[config.mk]
export PLATFORM = sky130hd
export DESIGN_NAME = tlb_inval_seq
export DESIGN_NICKNAME = d
export VERILOG_FILES = /design/src/rtl/tlb_inval_seq.sv
export SDC_FILE = /design/constraint.sdc
export NUM_CORES = 1
export LEC_CHECK = 0
export ABC_AREA = 1
export BUFFER_PORTS_ARGS = -buffer_cell sky130_fd_sc_hd__buf_2
export CAP_MARGIN = 15
export CORE_AREA = 2 2 101 103
export DETAILED_ROUTE_END_ITERATION = 16
export DIE_AREA = 0 0 103 105
export PLACE_DENSITY = 0.52
export SETUP_SLACK_MARGIN = 0.02
export SYNTH_ARGS = -nofsm -noshare
export SYNTH_HDL_FRONTEND = slang
export SYNTH_SLANG_ARGS = --single-unit
[constraint.sdc]
create_clock -name clk -period 2 [get_ports clk]
set_input_delay 0.4 -clock clk [delete_from_list [all_inputs] [get_ports clk]]
set_output_delay 0.4 -clock clk [all_outputs]
set_load 0.01 [all_outputs]
[src/rtl/tlb_inval_seq.sv]
module tlb_inval_seq #(
  parameter int XLEN  = 64,
  parameter int ID_W  = 16,
  parameter int CNT_W = 4
) (
  input  logic             clk,
  input  logic             rst_n,
  input  logic             insn_valid,
  input  logic [31:0]      insn,
  input  logic [XLEN-1:0]  rs1_val,
  input  logic [XLEN-1:0]  rs2_val,
  input  logic [1:0]       priv,
  input  logic             tvm,
  input  logic             hyp_en,
  output logic             insn_ready,
  output logic             busy,
  output logic             illegal_trap,
  output logic             inv_valid,
  input  logic             inv_ready,
  output logic [XLEN-1:0]  inv_addr,
  output logic [ID_W-1:0]  inv_id,
  output logic [1:0]       inv_stage,
  output logic             inv_all_addr,
  output logic             inv_all_id,
  input  logic [CNT_W-1:0] inv_pending,
  output logic             sb_drain_req,
  input  logic             sb_drained,
  output logic             walk_hold
);

  localparam logic [6:0] OPC_SYS  = 7'b1110011;
  localparam logic [6:0] F7_SINV  = 7'b0001011;
  localparam logic [6:0] F7_FENCE = 7'b0001100;
  localparam logic [6:0] F7_HVV   = 7'b0010011;
  localparam logic [6:0] F7_HGV   = 7'b0110011;
  localparam logic [1:0] PRIV_U   = 2'b00;
  localparam logic [1:0] PRIV_S   = 2'b01;

  typedef enum logic [1:0] {ST_IDLE, ST_STORES, ST_INVS} seq_st_e;
  seq_st_e st_q, st_d;

  logic [6:0] f7;
  logic [4:0] rs1_f, rs2_f, rd_f;
  logic       sys_hit, k_sinv, k_hvv, k_hgv, k_fw, k_fir, k_fbad, k_any;
  logic       bad, idle, do_inv, do_fw, do_fir;

  assign f7    = insn[31:25];
  assign rs2_f = insn[24:20];
  assign rs1_f = insn[19:15];
  assign rd_f  = insn[11:7];

  assign sys_hit = insn_valid && insn[6:0] == OPC_SYS && insn[14:12] == 3'b000;
  assign k_sinv  = sys_hit && f7 == F7_SINV;
  assign k_hvv   = sys_hit && f7 == F7_HVV;
  assign k_hgv   = sys_hit && f7 == F7_HGV;
  assign k_fw    = sys_hit && f7 == F7_FENCE && rs2_f == 5'd0;
  assign k_fir   = sys_hit && f7 == F7_FENCE && rs2_f == 5'd1;
  assign k_fbad  = sys_hit && f7 == F7_FENCE && rs2_f > 5'd1;
  assign k_any   = k_sinv | k_hvv | k_hgv | k_fw | k_fir | k_fbad;

  assign bad = k_fbad
             | (k_any && rd_f != 5'd0)
             | (k_any && priv == PRIV_U)
             | (k_sinv && priv == PRIV_S && tvm)
             | ((k_hvv | k_hgv) && !hyp_en);

  assign idle   = st_q == ST_IDLE;
  assign do_inv = (k_sinv | k_hvv | k_hgv) && !bad;
  assign do_fw  = idle && k_fw && !bad;
  assign do_fir = idle && k_fir && !bad;

  assign inv_valid    = idle && do_inv;
  assign illegal_trap = idle && bad;
  assign insn_ready   = idle && (!do_inv || inv_ready);
  assign busy         = !idle;
  assign sb_drain_req = st_q == ST_STORES;
  assign walk_hold    = st_q == ST_INVS;

  assign inv_addr     = rs1_val;
  assign inv_id       = rs2_val[ID_W-1:0];
  assign inv_all_addr = rs1_f == 5'd0;
  assign inv_all_id   = rs2_f == 5'd0;
  assign inv_stage    = k_hgv ? 2'b10 : (k_hvv ? 2'b01 : 2'b00);

  always_comb begin
    st_d = st_q;
    case (st_q)
      ST_IDLE:   if (do_fw) st_d = ST_STORES;
                 else if (do_fir) st_d = ST_INVS;
      ST_STORES: if (sb_drained) st_d = ST_IDLE;
      ST_INVS:   if (inv_pending == '0) st_d = ST_IDLE;
      default:   st_d = ST_IDLE;
    endcase
  end

  always_ff @(posedge clk or negedge rst_n)
    if (!rst_n) st_q <= ST_IDLE;
    else        st_q <= st_d;


  no_inv_in_fence_chk: assert property (@(posedge clk) disable iff (!rst_n)
    busy |-> !inv_valid);


  inv_held_chk: assert property (@(posedge clk) disable iff (!rst_n)
    inv_valid && !inv_ready |-> !insn_ready);


  drain_hold_chk: assert property (@(posedge clk) disable iff (!rst_n)
    sb_drain_req && !sb_drained |=> sb_drain_req);


  walk_hold_chk: assert property (@(posedge clk) disable iff (!rst_n)
    walk_hold && inv_pending != '0 |=> walk_hold);


  walk_release_chk: assert property (@(posedge clk) disable iff (!rst_n)
    walk_hold && inv_pending == '0 |=> !walk_hold);


  user_no_inv_chk: assert property (@(posedge clk) disable iff (!rst_n)
    inv_valid |-> priv != PRIV_U);


  tvm_no_sinv_chk: assert property (@(posedge clk) disable iff (!rst_n)
    inv_valid && inv_stage == 2'b00 |-> !(priv == PRIV_S && tvm));


  hyp_off_chk: assert property (@(posedge clk) disable iff (!rst_n)
    inv_valid && inv_stage != 2'b00 |-> hyp_en);


  one_fence_chk: assert property (@(posedge clk) disable iff (!rst_n)
    $onehot0({sb_drain_req, walk_hold, illegal_trap}));

endmodule

# Word level (Yosys, flattened, before mapping)

Index checks and enable logic that the tools add are counted.

Register bits: 2
Latch bits: 0
RAM bits: 0
Bits in read-only memories: 0
Input bits: 173
Logic and storage cells: 66
Memories: 0

$add $sub $neg: 0
Multiply operators: 0
Divide/modulo/power cells: 0
$lt $le $gt $ge: 1
Equality and inequality tests: 12
Shift-type cells: 0
Multiplexer cells: 7
Bitwise operators: 10
Reduce and logical (&&, ||, !) cells: 35

Operators with widths:

| kind                                                           | count |
|---|---|
| logical AND 1 bit                                              | 22 |
| == test 7 x 4 -> 1 bit (second input constant)                 | 2 |
| zero test 5 bit                                                | 2 |
| 2-to-1 mux 2 bit                                               | 5 |
| OR 1 bit                                                       | 10 |
| == test 7 x 5 -> 1 bit (second input constant)                 | 1 |
| == test 7 x 6 -> 1 bit (second input constant)                 | 1 |
| == test 7 bit (second input constant)                          | 1 |
| case mux 2 bit (3 select lines)                                | 1 |
| == test 5 x 1 -> 1 bit (second input constant)                 | 1 |
| greater-than comparator 5 x 1 -> 1 bit (second input constant) | 1 |
| nonzero test 5 bit                                             | 1 |
| == test 2 x 1 -> 1 bit (second input constant)                 | 2 |
| zero test 1 bit                                                | 4 |
| zero test 2 bit                                                | 2 |
| zero test 4 bit                                                | 1 |
| inequality test 2 x 1 -> 1 bit (second input constant)         | 2 |
| zero test 3 bit                                                | 1 |
| inequality test 3 x 1 -> 1 bit (second input constant)         | 1 |
| AND reduction 3 bit                                            | 1 |
| == test 2 bit (second input constant)                          | 1 |
| logical OR 1 bit                                               | 1 |
| 2-to-1 mux 1 bit                                               | 1 |

# Logic depth before layout (Yosys ltp)

Word-level depth: 19
Gate-level depth with buffers: 13

# Least setup slack after synthesis

OpenSTA, ideal clock, no wires.

Path type: input to output
Start: input insn[1]
End: output insn_ready
Data arrival time: 1.477 ns
Path slack: 0.123 ns
Cell stages on the path: 10
Path through: nand2_1 inv_2 nand2_2 nor4_4 o21ai_2 nor2_2 nor2_2 nand3_1 nor2_1 nor2_1

Word-level cells in the longest chain between the ends: 19
Elaborated cells on any way between the ends: 30
Those cells by class: eq/ne: 1; bitwise: 10; reduce/logical: 19

Ends and longest elaborated chain:

| item                                 | line   | source |
|---|---|---|
| from (decl)                          | 9      | `input logic [31:0] insn,` |
| == test 7 bit (*)                    | 52     | `assign sys_hit = insn_valid && insn[6:0] == OPC_SYS && insn[14:12] == 3'b000;` |
| logical AND 1 bit (*) (2 in series)  | 52     |  |
| logical AND 1 bit (on tied branches) | 53, 54 |  |
| OR 1 bit (2 in series)               | 59, 68 |  |
| OR 1 bit (3 in series)               | 59     | `assign k_any = k_sinv \| k_hvv \| k_hgv \| k_fw \| k_fir \| k_fbad;` |
| logical AND 1 bit                    | 62     | `\| (k_any && rd_f != 5'd0)` |
| OR 1 bit                             | 62     |  |
| OR 1 bit                             | 63     | `\| (k_any && priv == PRIV_U)` |
| OR 1 bit                             | 64     | `\| (k_sinv && priv == PRIV_S && tvm)` |
| OR 1 bit                             | 65     | `\| ((k_hvv \| k_hgv) && !hyp_en);` |
| zero test 1 bit                      | 68     | `assign do_inv = (k_sinv \| k_hvv \| k_hgv) && !bad;` |
| logical AND 1 bit (*)                | 68     |  |
| zero test 1 bit (*)                  | 74     | `assign insn_ready = idle && (!do_inv \|\| inv_ready);` |
| logical OR 1 bit (*)                 | 74     |  |
| logical AND 1 bit (*)                | 74     |  |
| to (decl)                            | 15     | `output logic insn_ready,` |

Mark *: on every way between the ends. The rest lies on a longest branch, timed or not.

# Final worst setup path

Same ends and word-level chain as after synthesis.

==> flow_summary.yaml <==
run_status:
  status: "complete, but fails checks"
  violations: "setup timing"
drt:
  drtPass1Iterations: 4
  wl_per_cell_um: 9.27
  ant_nets: 0
  drc: 0
  drt_iter0_drc: 37
  routed_wl_um: 3070
  vias: 1126
  via_per_inst: 3.40
pwr:
  leakage_nw: 0.689
  peakVddDrop_v: 0.000197
  p_switching_uw: 171
  internal_power_uw: 290
  p_sw_share_pct: 37.1
  finalPower_uw: 461
  power_frac_seq_pct: 12.8
  comb_power_share_pct: 53.0
  power_density_nw_per_um2: 341
  clock_power_share_pct: 34.2
yosys:
  synth-seq-cells: 2
  async_reset_ff_share_pct: 100
  synth_cell_types: 24
  avgSynthCellArea_um2: 6.16
  synth-main-ff-cell: "dfrtp_1"
  synthesis.nets: 376
  netlist_top_cells_area: "buf_4 49%, nor2_1 8.4%, inv_1 6.9%, nand3_1 5.6%, nand2_1 4.8%"
  ys_seq_area_share_pct: 4.00
  synth_edf_count: 0
  netlist_top_cells_count: "81 x buf_4, 28 x nor2_1, 23 x inv_1, 16 x nand2_1, 14 x nand3_1"
  synthCells: 203
  synth_warnings: 0
  synth_top_area_cell: "buf_4"
  synth_top_area_share_pct: 48.6
  yosysMostFrequentCell: "buf_4"
  netlist_area_um2: 1250
floorplan:
  num_rows: 36
  die-area_um2: 10800
  pin_count: 263
  start_util_pct: 13.0
  die_x_um: 103
  core-area_um2: 9640
  die_h_um: 105
grt:
  grt_pass1_wl_um: 4770
  grt_pass1_vias: 1147
  grt_max_degree: 7
  track_usage_pct: 5.50
  grt-ovfl-total: 0
  antenna_found_initial: 1
critical_path:
  worst_path_max_delay_cell: "nor4_4"
  endpoint_kind: "output pin"
  ff2ff_setup_slack_ps: 640
  ff2ff_path_depth: 7
  max_stage_delay_ps: 280
  crit_path_start_kind: "primary input"
  critPathMaxFanout: 6
  cp_data_arrival_time_ps: 1660
  reg2reg_from: "st_q[0]"
  r2r-end: "st_q[0]"
  cp.required_ps: 1600
  criticalPathCategory: "primary input to output pin"
  path_cells: "buf_6 -> nand2_4 -> inv_4 -> nand2_4 -> nor4_4 -> buf_6 -> o21ai_4 -> nor2_4 -> nor2_4 -> nand3_2 -> nor2_1 -> nor2_1 -> buf_2"
cts:
  clock-root-buffer: "clkbuf_8"
  cts_max_path_buffers: 2
  tritoncts: "built"
  htreeDepth: 1
  clock_latency_ps: 210
  clkSlewWorstSetupHoldPaths_ps: 30
  cts_buffers: 3
  cts.sink_count: 2
place:
  gp_congestion: 0.772
  portBuffers: 54
  dpl_cell_area_um2: 1180
  dpl.hpwl_um: 2660
layout:
  drive_above_1_share_pct: 52.0
  syn_to_final_growth_pct: 8.00
  final_nets: 373
  fin_area_um2: 1350
  final_util_pct: 14.0
  regArea_um2: 50.0
  nFillCells: 1155
  diodes: 0
  largest_reg_flops: 2
  multi_input_area_um2: 552
  top_register: "st_q"
  reg_top3: "st_q x2"
hold_path:
  hp-class: "primary input to async pin"
timing:
  timing.fmax_mhz: 485
  drv_slew: 0
  fin_tns_setup_ps: -80.0
  holdWs_ps: 517
  setup_viol: 2
  tightest_slew_ps: 414
  finalHoldViolCount: 0
  rsz0062_at_grt: "yes"
  min_period_ps: 2060
  clock_skew_ps: 1.66
  post-route-period-util_pct: 103
  setup_ws_ps: -63.8
  slew_headroom_pct: 72.3
job:
  maxCapViolCount: 0
stage by stage:
step / worst slack, ps / std cells
6_report: -63.8 / 331
5_1_grt: -174 / 331
4_1_cts: -113 / 330
3_5_place_dp: -170 / 322
3_3_place_gp: -157 / 322
2_1_floorplan: 123 / 203
layout by cell type (no fill, tap or decap), types with 2 or more instances in the layout:
| cell type | count |
|---|---|
| nand2_4 | 2 |
| nand2_2 | 8 |
| nand3_2 | 3 |
| nor3_1 | 4 |
| nand2_1 | 13 |
| buf_6 | 4 |
| nor2_1 | 27 |
| dfrtp_1 | 2 |
| nor2_4 | 3 |
| buf_4 | 17 |
| inv_2 | 5 |
| clkbuf_8 | 3 |
| buf_2 | 51 |
| nand4_1 | 6 |
| a21oi_1 | 2 |
| inv_1 | 21 |
| nand3_1 | 12 |
area by class of cell:
| class | instances | share of cell area (%) |
|---|---|---|
| inverters | 27 | 7.69 |
| multi-input cells | 93 | 40.8 |
| well taps | 133 | 12.3 |
| repair buffers | 73 | 32.4 |
| clock buffers | 3 | 3.06 |
| flip-flops and latches | 2 | 3.70 |
layer usage:
layer	global-route usage, %	vias to the layer above	share of wire, %
met2	9.88	54	50
met1	5.09	482	34
met5	0	-	0.42
met4	4.42	2	6.1
met3	1.34	42	9.7
li1	-	546	-
power by group through the flow:
stage	Clock (mW)	Sequential, mW	Combinational [mW]
after floorplan	0	0.0576	0.287
after global placement	0	0.0582	0.230
after detailed placement	0	0.0592	0.234
after CTS	0.161	0.0588	0.245
after global routing	0.166	0.0606	0.284
final	0.158	0.0590	0.245
critical path, delay by kind of cell:
| family | cells | cell delay [ps] |
|---|---|---|
| AOI/OAI and AO/OA | 1 | 80 |
| buffers and inverters | 4 | 430 |
| and+or+nand+nor | 8 | 750 |
what timing repair did:
| action | 4_1_cts | 5_1_grt |
|---|---|---|
| resized for setup | 14 | 6 |
| setup buffers | 4 | 1 |
| hold buffers | 1 | 0 |
| endpoints found under the hold margin | 2 | 0 |
| pin swaps | 5 | 6 |
| cloned | 0 | 0 |
| setup endpoints to repair | 3 | 3 |
how the worst max path moves through the flow:
stage / depth (start not counted) / end / slack, ps / start
2_1_floorplan: 10 / insn_ready / 120 / insn[1]
3_3_place_gp: 12 / insn_ready / -160 / insn[2]
3_5_place_dp: 12 / insn_ready / -170 / insn[2]
4_1_cts: 13 / insn_ready / -110 / insn[1]
5_1_grt: 13 / insn_ready / -170 / insn[1]
6_report: 13 / insn_ready / -60 / insn[1]
cell families after synthesis:
kind of cell	synth area share (%)
buf+inv	56.7
flops	4.00
simple gates	33.4
compound gates	5.90
Note: power is estimated with default switching activity, not from simulation.
